===== src/rtl/fd_pkg.sv =====
// Shared types for the field parity detector.
// Assumes: field level 1 marks the field that ends with a half line.
package fd_pkg;
    typedef enum logic {
        FIELD_EVEN = 1'b0,
        FIELD_ODD  = 1'b1
    } field_e;
endpackage


===== src/rtl/fd_rise_detect.sv =====
// One-cycle pulse on the first cycle a level input is seen high.
// Assumes: the input is already synchronous to clk.
module fd_rise_detect (
    input  logic clk,
    input  logic rst_n,
    input  logic level_in,
    output logic rise_out
);
    logic level_q;

    // Remember last cycle's level for edge comparison.
    always_ff @(posedge clk) begin
        if (!rst_n) level_q <= 1'b0;
        else        level_q <= level_in;
    end

    assign rise_out = level_in & ~level_q;
endmodule


===== src/rtl/fd_gap_timer.sv =====
// Counts cycles of a low sync gap and flags when the gap has reached
// the threshold. The count restarts while sync is high and saturates
// at its maximum value.
// Assumes: gap_limit is held steady while a gap is measured.
module fd_gap_timer #(
    parameter int GAP_W = 10
) (
    input  logic             clk,
    input  logic             rst_n,
    input  logic             sync_in,
    input  logic [GAP_W-1:0] gap_limit,
    output logic [GAP_W-1:0] gap_cnt,
    output logic             gap_hit
);
    localparam int EXT_W = GAP_W + 1;

    logic [EXT_W-1:0] run_len;

    // Gap length counter: clears on sync, counts up while low.
    always_ff @(posedge clk) begin
        if (!rst_n)                gap_cnt <= '0;
        else if (sync_in)          gap_cnt <= '0;
        else if (gap_cnt != '1)    gap_cnt <= gap_cnt + 1'b1;
    end

    // Length of the gap including the current low cycle.
    assign run_len = {1'b0, gap_cnt} + EXT_W'(1);
    assign gap_hit = ~sync_in & (run_len >= {1'b0, gap_limit});
endmodule


===== src/rtl/fd_parity_flop.sv =====
// Parity flop: flips on each step pulse, returns to zero on clear.
// Assumes: step and clear are never high in the same cycle.
module fd_parity_flop (
    input  logic clk,
    input  logic rst_n,
    input  logic step,
    input  logic clear,
    output logic tog_q
);
    // Track pulse-count parity since the last clearing gap.
    always_ff @(posedge clk) begin
        if (!rst_n)     tog_q <= 1'b0;
        else if (clear) tog_q <= 1'b0;
        else if (step)  tog_q <= ~tog_q;
    end
endmodule


===== src/rtl/field_parity_detector.sv =====
// Top: derives the interlaced field level from a sync parity flop
// captured at the start of each vertical pulse.
// Assumes: sync_in and vsync_in are synchronous to clk, and gap_limit
// lies between the half-line and the full-line gap lengths.
module field_parity_detector #(
    parameter int GAP_W = 10
) (
    input  logic             clk,
    input  logic             rst_n,
    input  logic             sync_in,
    input  logic             vsync_in,
    input  logic [GAP_W-1:0] gap_limit,
    output logic             field_odd
);
    import fd_pkg::*;

    logic             sync_rise;
    logic             vs_rise;
    logic             gap_hit;
    logic [GAP_W-1:0] gap_cnt;
    logic             tog_q;
    field_e           field_q;

    fd_rise_detect sync_edge_i (
        .clk      (clk),
        .rst_n    (rst_n),
        .level_in (sync_in),
        .rise_out (sync_rise)
    );

    fd_rise_detect vs_edge_i (
        .clk      (clk),
        .rst_n    (rst_n),
        .level_in (vsync_in),
        .rise_out (vs_rise)
    );

    fd_gap_timer #(.GAP_W(GAP_W)) gap_i (
        .clk       (clk),
        .rst_n     (rst_n),
        .sync_in   (sync_in),
        .gap_limit (gap_limit),
        .gap_cnt   (gap_cnt),
        .gap_hit   (gap_hit)
    );

    fd_parity_flop parity_i (
        .clk   (clk),
        .rst_n (rst_n),
        .step  (sync_rise),
        .clear (gap_hit),
        .tog_q (tog_q)
    );

    // Capture the parity once per vertical pulse and hold it.
    always_ff @(posedge clk) begin
        if (!rst_n)       field_q <= FIELD_EVEN;
        else if (vs_rise) field_q <= field_e'(tog_q);
    end

    assign field_odd = field_q;
endmodule


===== config.mk =====
export PLATFORM = sky130hd
export DESIGN_NAME = field_parity_detector
export DESIGN_NICKNAME = d
export VERILOG_FILES = /design/src/rtl/fd_pkg.sv /design/src/rtl/fd_rise_detect.sv /design/src/rtl/fd_gap_timer.sv /design/src/rtl/fd_parity_flop.sv /design/src/rtl/field_parity_detector.sv
export SDC_FILE = /design/constraint.sdc
export NUM_CORES = 1
export LEC_CHECK = 0
export ABC_AREA = 1
export BUFFER_PORTS_ARGS = -buffer_cell sky130_fd_sc_hd__buf_2
export CAP_MARGIN = 25
export CORE_UTILIZATION = 30
export CTS_CLUSTER_SIZE = 16
export DETAILED_ROUTE_END_ITERATION = 10
export GPL_TIMING_DRIVEN = 0
export HOLD_SLACK_MARGIN = 0.05
export PLACE_DENSITY_LB_ADDON = 0.15
export SYNTH_ARGS = -nofsm -noshare
export SYNTH_HDL_FRONTEND = slang
export SYNTH_SLANG_ARGS = --single-unit

===== constraint.sdc =====
create_clock -name clk -period 2.2 [get_ports clk]
set_input_delay 0.33 -clock clk [delete_from_list [all_inputs] [get_ports clk]]
set_output_delay 0.33 -clock clk [all_outputs]
set_load 0.02 [all_outputs]

==> results.yml <==
outcome:
  outcome: "completed"
routing:
  routed-via-count: 809
  routed_wl_um: 1610
  routed_via_density: 3.99
  ant_nets: 0
  drc: 0
  first_pass_iters: 4
  drt_iter0_drc: 15
  routedWlPerCell_um: 7.94
sta:
  maxSlewViolCount: 0
  hold_ws_ns: 0.268
  tightest_slew_ns: 0.250
  finalClockSkew_ns: 0.00436
  setup_viol: 0
  hold_viol: 0
  setup_slack_ns: 0.189
  max_freq_mhz: 497
  setup_tns_ns: 0
  period_minus_slack_ns: 2.01
  slew_headroom: 0.833
  min_period_over_period: 0.914
pwr:
  vdd_drop_max_v: 0.000290
  p_leak_uw: 0.000692
  clockPowerShare: 0.361
  switchingPower_uw: 113
  seq_power_share: 0.525
  intPower_uw: 386
  sw_frac_of_total: 0.226
  p_per_area_nw_per_um2: 417
  comb_power_share: 0.113
clocking:
  clk_latency_ns: 0.27
  cts_buffers: 3
  cts_root_buffer: "clkbuf_4"
  clockBufferDepth: 2
  h-tree-depth: 1
  cts_tree: "done"
  holdBufCountCts: 0
  cts.sinks: 14
  path_clk_slew_ns: 0.08
min_path:
  min_path_type: "in -> reg"
layout:
  syn2layout_area_growth_pct: 24.3
  layout_commonest_cell: "inv_1"
  fin_cells: 203
  final_nets: 185
  final_cell_mix: "inv_1, nand2_1, a21oi_1, buf_2, dfxtp_1"
  diodes: 0
  register_area_um2: 288
  num-fill-cells: 351
  multi_input_area_um2: 564
  layout-drive-gt1-share: 0.258
synth:
  synth-seq-cells: 14
  synth_top_area_frac: 0.291
  synth_cell_type_count: 22
  synthesis.nets: 162
  synth_area_leaders: "dfxtp_1, inv_1, ha_1"
  synthCells: 137
  synth_area_um2: 963
  yosysTopAreaCell: "dfxtp_1"
  yosysWarnings: 0
  avgSynthCellArea_um2: 7.03
  seq_area_frac_synth: 0.291
global_routing:
  track_usage: 0.108
  overflow: 0
  grt_pass1_vias: 710
  grt_pass1_wl_um: 2780
  antenna_found_initial: 0
  grt_max_degree: 11
worst_setup_path:
  crit_fanout: 3
  max_stage_delay_ns: 0.37
  worstPathRequired_ns: 2.41
  critPathArrivalTime_ns: 2.22
  crit_slowest_cell: "dfxtp_4"
  crit_type: "reg -> reg"
  critPathCaptureType: "flip-flop"
  startpoint_type: "flip-flop"
  crit_chain: "ha_4, nand3_2, nor2_4, buf_4, nand2_1, nor2_2, or2_2, inv_1, ha_1, o21a_1, nand2_1, nand2_1, a21oi_1"
  cp_common_cell: "nand2_1"
  ff2ff_setup_slack_ns: 0.19
die:
  fp-row-count: 20
  die_area_um2: 3440
  die_x_um: 58.7
  io_pins: 15
  start_util: 0.316
  die_y_um: 58.7
  core_area_um2: 3050
place:
  dpl.cell_count: 195
  gp_congestion: 0.699
  hpwlAfterDp_um: 1360
  post-place-ws_ns: -0.0494
  io_buffers: 14
run:
  drv_cap: 0
## registers in the layout, indices dropped and copies added, names as in the netlist
register / count
parity_i.tog_q: 1
sync_edge_i.level_q: 1
field_odd: 1
gap_i.gap_cnt: 10
vs_edge_i.level_q: 1
## final timing paths
check                      endpoint  depth (start not counted)             start
setup / recovery     parity_i.tog_q                         13  gap_i.gap_cnt[0]
hold / removal    vs_edge_i.level_q                          3          vsync_in
setup reg to reg     parity_i.tog_q                         13  gap_i.gap_cnt[0]
hold reg to reg           field_odd                          2         field_odd
## cells in the mapped netlist
cell	n
nand2_2	2
ha_1	11
buf_6	1
xor2_1	3
nand3_1	3
a21o_1	1
o21bai_1	1
inv_1	38
nand3_2	2
or2_1	1
o21ai_1	1
nor2_2	1
or2_2	1
o21a_1	1
nor2_1	5
nand2_1	30
o21ai_0	1
a21o_2	1
a21oi_1	14
nand2_4	2
dfxtp_1	14
nor2_4	3
## per-stage QoR
| stage | utilization | total power, uW | cell area [um2] |
|---|---|---|---|
| 4_1_cts | 0.370 | 504 | 1130 |
| 5_1_grt | 0.392 | 534 | 1200 |
| 3_5_place_dp | 0.357 | 321 | 1090 |
| 2_1_floorplan | - | 300 | 963 |
| 6_report | 0.392 | 499 | 1200 |
| 3_3_place_gp | 0.357 | 319 | 1090 |
## worst max-delay path, delay by kind of cell (launching register included)
kind	cells	cell delay, ns
flip-flops	1	0.37
adder cells (fa/ha/maj)	2	0.40
AO/OA/AOI/OAI	2	0.28
buffers and inverters	2	0.16
AND/OR/NAND/NOR	7	0.72
## final cells by class
type | instances | area share
buffer | 1 | 0.00940
timing repair buffer | 18 | 0.0836
sequential | 14 | 0.240
clock buffer | 4 | 0.0303
multi-input combinational | 84 | 0.471
tap | 44 | 0.0460
inverter | 38 | 0.119
## logic make-up (layout without fill, tap and decap cells)
group                      count (synthesis)  count (layout)  share of synthesized area
AOI/OAI and AO/OA                         20              20                      0.116
xor gates and xnor gates                   3               3                     0.0273
adders and majority gates                 11              11                      0.143
buffers and inverters                     39              61                      0.160
DFF                                       14              14                      0.291
and+or+nand+nor                           50              50                      0.264
## layer usage
metal  up-vias  GRT usage  share of wire
met4         0     0.0510          0.013
met3         4     0.0198          0.025
met5         -          0              0
met2        11      0.189           0.47
li1        457          -              -
met1       337      0.129           0.50
## power groups by stage
| stage | Combinational [uW] | Clock, uW | Sequential (uW) |
|---|---|---|---|
| finish | 56.6 | 180 | 262 |
| detailed placement | 51.5 | 0 | 270 |
| floorplan | 29.9 | 0 | 270 |
| CTS | 52.0 | 188 | 263 |
| global route | 68.6 | 201 | 264 |
| global placement | 49.4 | 0 | 270 |
## timing repair
action	4_1_cts	5_1_grt
endpoints found under the setup margin	1	1
hold endpoints to repair	0	0
setup buffers	0	4
resized for setup	3	6
pin swaps	0	3
Note: power is estimated with default switching activity, not from simulation.
